**config.mk**
```make
export PLATFORM = sky130hd
export DESIGN_NAME = gpio_bank
export DESIGN_NICKNAME = d
export VERILOG_FILES = /design/src/rtl/gpb_pkg.sv /design/src/rtl/gpb_regs.sv /design/src/rtl/gpb_sync.sv /design/src/rtl/gpb_pinmux.sv /design/src/rtl/gpio_bank.sv
export SDC_FILE = /design/constraint.sdc
export NUM_CORES = 1
export LEC_CHECK = 0
export BUFFER_PORTS_ARGS = -buffer_cell sky130_fd_sc_hd__buf_2
export CELL_PAD_IN_SITES_DETAIL_PLACEMENT = 2
export CELL_PAD_IN_SITES_GLOBAL_PLACEMENT = 2
export CORE_UTILIZATION = 33
export CTS_BUF_LIST = sky130_fd_sc_hd__clkbuf_16
export DETAILED_ROUTE_END_ITERATION = 8
export PLACE_DENSITY_LB_ADDON = 0.1
export SYNTH_ARGS = -nofsm -noshare
export SYNTH_HDL_FRONTEND = slang
export SYNTH_HIERARCHICAL = 1
export SYNTH_SLANG_ARGS = --single-unit
```
**constraint.sdc**
```tcl
create_clock -name clk -period 1.45 [get_ports clk]
set_input_delay 0.145 -clock clk [delete_from_list [all_inputs] [get_ports clk]]
set_output_delay 0.145 -clock clk [all_outputs]
set_load 0.03 [all_outputs]
```
**src/rtl/gpb_pkg.sv**
```systemverilog
package gpb_pkg;

  localparam logic [3:0] REG_LEVEL = 4'd0;
  localparam logic [3:0] REG_OSET  = 4'd1;
  localparam logic [3:0] REG_OCLR  = 4'd2;
  localparam logic [3:0] REG_DSET  = 4'd3;
  localparam logic [3:0] REG_DCLR  = 4'd4;
  localparam logic [3:0] REG_SELLO = 4'd5;
  localparam logic [3:0] REG_SELHI = 4'd6;
  localparam logic [3:0] REG_PULLX = 4'd7;
  localparam logic [3:0] REG_KEEP  = 4'd8;

  typedef enum logic [1:0] {
    ROUTE_GPIO = 2'b00,
    ROUTE_PA   = 2'b01,
    ROUTE_PB   = 2'b10,
    ROUTE_PC   = 2'b11
  } route_e;

  // Effective route of one pin: sleep override wins unless the pin is kept.
  function automatic route_e pick_route(input logic lo, input logic hi,
                                        input logic frc, input logic keep);
    if (frc && !keep) return ROUTE_GPIO;
    return route_e'({hi, lo});
  endfunction

  // Set/clear merge used for the level and direction registers.
  function automatic logic [31:0] merge_sc(input logic [31:0] cur,
                                           input logic [31:0] mask,
                                           input logic        do_set,
                                           input logic        do_clr);
    logic [31:0] r;
    r = cur;
    if (do_set) r = r | mask;
    if (do_clr) r = r & ~mask;
    return r;
  endfunction

endpackage

```
**src/rtl/gpb_regs.sv**
```systemverilog
module gpb_regs #(
  parameter int NPINS = 32
) (
  input  logic             clk,
  input  logic             rst_n,
  input  logic [NPINS-1:0] wdata,
  input  logic             wr_oset,
  input  logic             wr_oclr,
  input  logic             wr_dset,
  input  logic             wr_dclr,
  input  logic             wr_sello,
  input  logic             wr_selhi,
  input  logic             wr_pullx,
  input  logic             wr_keep,
  output logic [NPINS-1:0] dout_q,
  output logic [NPINS-1:0] dir_q,
  output logic [NPINS-1:0] sello_q,
  output logic [NPINS-1:0] selhi_q,
  output logic [NPINS-1:0] pullx_q,
  output logic [NPINS-1:0] keep_q
);
  import gpb_pkg::*;

  logic [31:0] dout_w, dir_w, wd32, dout32, dir32;

  always_comb begin
    wd32   = '0;
    dout32 = '0;
    dir32  = '0;
    wd32[NPINS-1:0]   = wdata;
    dout32[NPINS-1:0] = dout_q;
    dir32[NPINS-1:0]  = dir_q;
    dout_w = merge_sc(dout32, wd32, wr_oset, wr_oclr);
    dir_w  = merge_sc(dir32, wd32, wr_dset, wr_dclr);
  end

  always_ff @(posedge clk or negedge rst_n) begin
    if (!rst_n) begin
      dout_q  <= '0;
      dir_q   <= '0;
      sello_q <= '0;
      selhi_q <= '0;
      pullx_q <= '0;
      keep_q  <= '1;
    end else begin
      dout_q <= dout_w[NPINS-1:0];
      dir_q  <= dir_w[NPINS-1:0];
      if (wr_sello) sello_q <= wdata;
      if (wr_selhi) selhi_q <= wdata;
      if (wr_pullx) pullx_q <= wdata;
      if (wr_keep)  keep_q  <= wdata;
    end
  end

  if (NPINS < 32) begin : g_unused
    logic unused_hi;
    assign unused_hi = ^{dout_w[31:NPINS], dir_w[31:NPINS]};
  end

endmodule

```
**src/rtl/gpb_sync.sv**
```systemverilog
module gpb_sync #(
  parameter int NPINS  = 32,
  parameter int STAGES = 2
) (
  input  logic             clk,
  input  logic             rst_n,
  input  logic [NPINS-1:0] d,
  output logic [NPINS-1:0] q
);
  logic [NPINS-1:0] chain [STAGES];

  for (genvar s = 0; s < STAGES; s++) begin : g_stage
    always_ff @(posedge clk or negedge rst_n) begin
      if (!rst_n) chain[s] <= '0;
      else        chain[s] <= (s == 0) ? d : chain[(s == 0) ? 0 : s-1];
    end
  end

  assign q = chain[STAGES-1];
endmodule

```
**src/rtl/gpb_pinmux.sv**
```systemverilog
module gpb_pinmux #(
  parameter int NPINS = 32
) (
  input  logic             force_sleep,
  input  logic [NPINS-1:0] sello,
  input  logic [NPINS-1:0] selhi,
  input  logic [NPINS-1:0] keep,
  input  logic [NPINS-1:0] dout,
  input  logic [NPINS-1:0] dir,
  input  logic [NPINS-1:0] pa_out,
  input  logic [NPINS-1:0] pa_oe,
  input  logic [NPINS-1:0] pb_out,
  input  logic [NPINS-1:0] pb_oe,
  input  logic [NPINS-1:0] pc_out,
  input  logic [NPINS-1:0] pc_oe,
  output logic [NPINS-1:0] gpio_mask,
  output logic [NPINS-1:0] pad_out,
  output logic [NPINS-1:0] pad_oe
);
  import gpb_pkg::*;

  for (genvar i = 0; i < NPINS; i++) begin : g_pin
    route_e rt;
    always_comb begin
      rt = pick_route(sello[i], selhi[i], force_sleep, keep[i]);
      gpio_mask[i] = (rt == ROUTE_GPIO);
      unique case (rt)
        ROUTE_GPIO: begin pad_out[i] = dout[i];   pad_oe[i] = dir[i];   end
        ROUTE_PA:   begin pad_out[i] = pa_out[i]; pad_oe[i] = pa_oe[i]; end
        ROUTE_PB:   begin pad_out[i] = pb_out[i]; pad_oe[i] = pb_oe[i]; end
        default:    begin pad_out[i] = pc_out[i]; pad_oe[i] = pc_oe[i]; end
      endcase
    end
  end
endmodule

```
**src/rtl/gpio_bank.sv**
```systemverilog
module gpio_bank #(
  parameter int NPINS = 32,
  parameter int AW    = 4
) (
  input  logic             clk,
  input  logic             rst_n,
  input  logic [AW-1:0]    bus_addr,
  input  logic             bus_we,
  input  logic [NPINS-1:0] bus_wdata,
  output logic [NPINS-1:0] bus_rdata,
  input  logic             force_sleep,
  input  logic [NPINS-1:0] pad_in,
  output logic [NPINS-1:0] pad_out,
  output logic [NPINS-1:0] pad_oe,
  output logic [NPINS-1:0] pad_pull_en,
  output logic [NPINS-1:0] pad_pull_up,
  output logic [NPINS-1:0] pin_level,
  input  logic [NPINS-1:0] pa_out,
  input  logic [NPINS-1:0] pa_oe,
  input  logic [NPINS-1:0] pb_out,
  input  logic [NPINS-1:0] pb_oe,
  input  logic [NPINS-1:0] pc_out,
  input  logic [NPINS-1:0] pc_oe
);
  import gpb_pkg::*;

  localparam int SYNC_STAGES = 2;

  // Named decode events, visible to the bound checker.
  logic wr_oset, wr_oclr, wr_dset, wr_dclr, wr_sello, wr_selhi, wr_pullx, wr_keep;
  assign wr_oset  = bus_we && (bus_addr == AW'(REG_OSET));
  assign wr_oclr  = bus_we && (bus_addr == AW'(REG_OCLR));
  assign wr_dset  = bus_we && (bus_addr == AW'(REG_DSET));
  assign wr_dclr  = bus_we && (bus_addr == AW'(REG_DCLR));
  assign wr_sello = bus_we && (bus_addr == AW'(REG_SELLO));
  assign wr_selhi = bus_we && (bus_addr == AW'(REG_SELHI));
  assign wr_pullx = bus_we && (bus_addr == AW'(REG_PULLX));
  assign wr_keep  = bus_we && (bus_addr == AW'(REG_KEEP));

  logic [NPINS-1:0] dout_q, dir_q, sello_q, selhi_q, pullx_q, keep_q, gpio_mask;

  gpb_regs #(.NPINS(NPINS)) u_regs (
    .clk(clk), .rst_n(rst_n), .wdata(bus_wdata),
    .wr_oset(wr_oset), .wr_oclr(wr_oclr), .wr_dset(wr_dset), .wr_dclr(wr_dclr),
    .wr_sello(wr_sello), .wr_selhi(wr_selhi), .wr_pullx(wr_pullx), .wr_keep(wr_keep),
    .dout_q(dout_q), .dir_q(dir_q), .sello_q(sello_q), .selhi_q(selhi_q),
    .pullx_q(pullx_q), .keep_q(keep_q)
  );

  gpb_sync #(.NPINS(NPINS), .STAGES(SYNC_STAGES)) u_sync (
    .clk(clk), .rst_n(rst_n), .d(pad_in), .q(pin_level)
  );

  gpb_pinmux #(.NPINS(NPINS)) u_mux (
    .force_sleep(force_sleep), .sello(sello_q), .selhi(selhi_q), .keep(keep_q),
    .dout(dout_q), .dir(dir_q),
    .pa_out(pa_out), .pa_oe(pa_oe), .pb_out(pb_out), .pb_oe(pb_oe),
    .pc_out(pc_out), .pc_oe(pc_oe),
    .gpio_mask(gpio_mask), .pad_out(pad_out), .pad_oe(pad_oe)
  );

  assign pad_pull_en = ~pullx_q;
  assign pad_pull_up = dout_q;

  always_comb begin
    bus_rdata = '0;
    if (bus_addr == AW'(REG_LEVEL))                                bus_rdata = pin_level;
    else if (bus_addr == AW'(REG_OSET) || bus_addr == AW'(REG_OCLR)) bus_rdata = dout_q;
    else if (bus_addr == AW'(REG_DSET) || bus_addr == AW'(REG_DCLR)) bus_rdata = dir_q;
    else if (bus_addr == AW'(REG_SELLO))                           bus_rdata = sello_q;
    else if (bus_addr == AW'(REG_SELHI))                           bus_rdata = selhi_q;
    else if (bus_addr == AW'(REG_PULLX))                           bus_rdata = pullx_q;
    else if (bus_addr == AW'(REG_KEEP))                            bus_rdata = keep_q;
  end

endmodule

```
==> results.yml <==
synthesis:
  syn_avg_cell_area_sq_um: 10.16
  postSynthCellCount: 1622
  syn-num-nets: 1886
  netlist_area_sq_um: 16490
  yosys_warnings: 6
critical_path:
  rr_startpoint: "u_regs/selhi_q[4]$_DFFE_PN0P_"
  arrival_ns: 1.98
  critPathMaxFanout: 3
  critPathRequiredTime_ns: 1.31
  crit_start: "u_regs/keep_q[0]$_DFFE_PN1P_"
  end_kind: "output port"
  startpoint_type: "register"
  critical_path_class: "register to output port"
sta:
  report.final.hold_viol_count: 0
  finalCriticalPeriod_ns: 2.125
  fin_crit_sh_pct: 146.6
  drv_slew: 0
  setup_viol: 100
  skew_ns: 0.008336
  max_freq_mhz: 470.6
  rsz0062_at_grt: "true"
  slew_headroom_pct: 73.29
  tightest_slew_ns: 0.4006
  whs_ns: 0.04579
  timing.final.ws_setup_ns: -0.6751
clocking:
  cts_num_sinks: 256
  cts_tree: "yes"
  h-tree-depth: 2
  clk_latency_ns: 0.56
  clkSlewWorstSetupHoldPaths_ns: 0.06
  cts_buffer_depth: 3
  numCtsBuffers: 35
  clock-root-buffer: "clkbuf_16"
place:
  place_area_sq_um: 21960
  port_buffers: 455
  place.gp.congestion: 0.8092
  place_inst: 2829
  dpl_worst_slack_ns: -0.4497
  hpwl_microns: 52820
route:
  routedWlPerCell_microns: 31.35
  firstDrtPassIters: 5
  wirelength_microns: 95160
  ant_nets: 0
  vias: 17710
  first_iter_violations: 1009
  vias_per_cell: 5.835
  drc: 0
layout:
  layout.cells.non_filler: 3035
  layout-drive-gt1-share_pct: 61.28
  final_cell_area_sq_um: 27010
  finalNetCount: 2606
  areaGrowthSynthToFinish_pct: 63.84
flow_run:
  drv_cap: 0
floorplanning:
  fp.dieArea_sq_um: 50850
  fp-row-count: 81
  die_w_microns: 225.5
  core_area_sq_um: 49150
  dieHeight_microns: 225.5
  initial_core_util_pct: 33.54
  ios: 456
power:
  power.static_leakage_nw: 11.88
  power_mw: 38.42
  power_density_nw_per_um2: 1422
  ir_drop_uv: 957.1
run_status:
  outcome: "finished, violations left"
  violations: "setup timing"
global_route:
  grt_first_pass_wirelength_microns: 125000
  antenna_found_initial: 4
  grt_overflow_total: 0
  grt_pass1_vias: 19780
  grt_usage_pct: 32.44
  grt_max_degree: 61
worst_hold_path:
  hold_path.class: "input pin to async pin"
-- cell type report --
type	count	area (sq um)
fill	4695	22140
multi-input combinational	1141	11300
timing repair buffer	850	7057
sequential	256	6510
clock buffer	37	925.9
tap	664	830.8
inverter	58	220.2
clock inverter	26	157.7
antenna	3	7.507
-- through the flow --
step	TNS (ns)	utilization, %
floorplan	-14.10	-
global placement	-44.11	44.68
detailed placement	-53.12	44.68
CTS	-46.35	52.86
global route	-54.41	54.95
finish	-49.56	54.95
-- sequential cells by signal (all words and copies together), names as in the netlist --
register and flops:
u_regs/selhi_q 32, u_regs/sello_q 32, u_regs/keep_q 32, u_regs/dir_q 32, u_regs/dout_q 32, u_sync/chain 32, u_sync/q 32, u_regs/pullx_q 32
-- per-layer routing --
metal | vias up | share of wire, % | track usage (%)
li1 | 7434 | - | -
met1 | 9259 | 38 | 37.46
met2 | 749 | 52 | 58.55
met3 | 266 | 5.3 | 6.219
met4 | 2 | 4.9 | 12.88
met5 | - | 0.015 | 0
-- final timing paths --
kind                                                 end  slack, ns  depth (start not counted)
setup / recovery                              pad_out[0]      -0.68                          4
hold / removal                     u_sync/q[2]$_DFF_PN0_       0.05                          2
setup reg to reg           u_regs/selhi_q[4]$_DFFE_PN0P_       0.29                          3
hold reg to reg                   u_sync/q[30]$_DFF_PN0_       0.34                          0
max in group asynchronous  u_regs/keep_q[17]$_DFFE_PN1P_       0.64                          4
min in group clk              u_sync/chain[54]$_DFF_PN0_       0.24                          2
-- repair_timing --
action / CTS / global route
hold buffers: 65 / 0
setup endpoints to repair: 131 / 124
pin swaps: 160 / 111
hold endpoints to repair: 457 / 0
gates resized for setup: 494 / 193
setup buffers: 51 / 29
-- power breakdown --
group	switching (mW)	internal [mW]	total [mW]
Sequential	1.60	8.72	10.3
Clock	3.67	4.94	8.61
Combinational	10.3	9.16	19.5
-- critical path: stages (launching register included) --
cell     delay [ns]
dfstp_2        0.58
and2b_1        0.25
nor3_2         0.27
o22a_1         0.19
buf_6          0.13
-- cells in the final DEF, fill, tap and decap left out, drive strengths merged, types with 12 or more instances in the layout --
master	count
and2	12
a31oi	58
a22oi	42
o22ai	32
mux2i	64
nor2	61
o21ai	21
dfstp	32
nand2	56
nand2b	76
dlygate4sd3	65
buf	782
o221a	26
a32oi	32
nor2b	48
mux2	181
o221ai	32
nand3	26
clkbuf	40
a21oi	247
dfrtp	224
o2bb2ai	21
a2bb2oi	21
inv	71
and2b	13
Power figures use the tool's default switching activity.
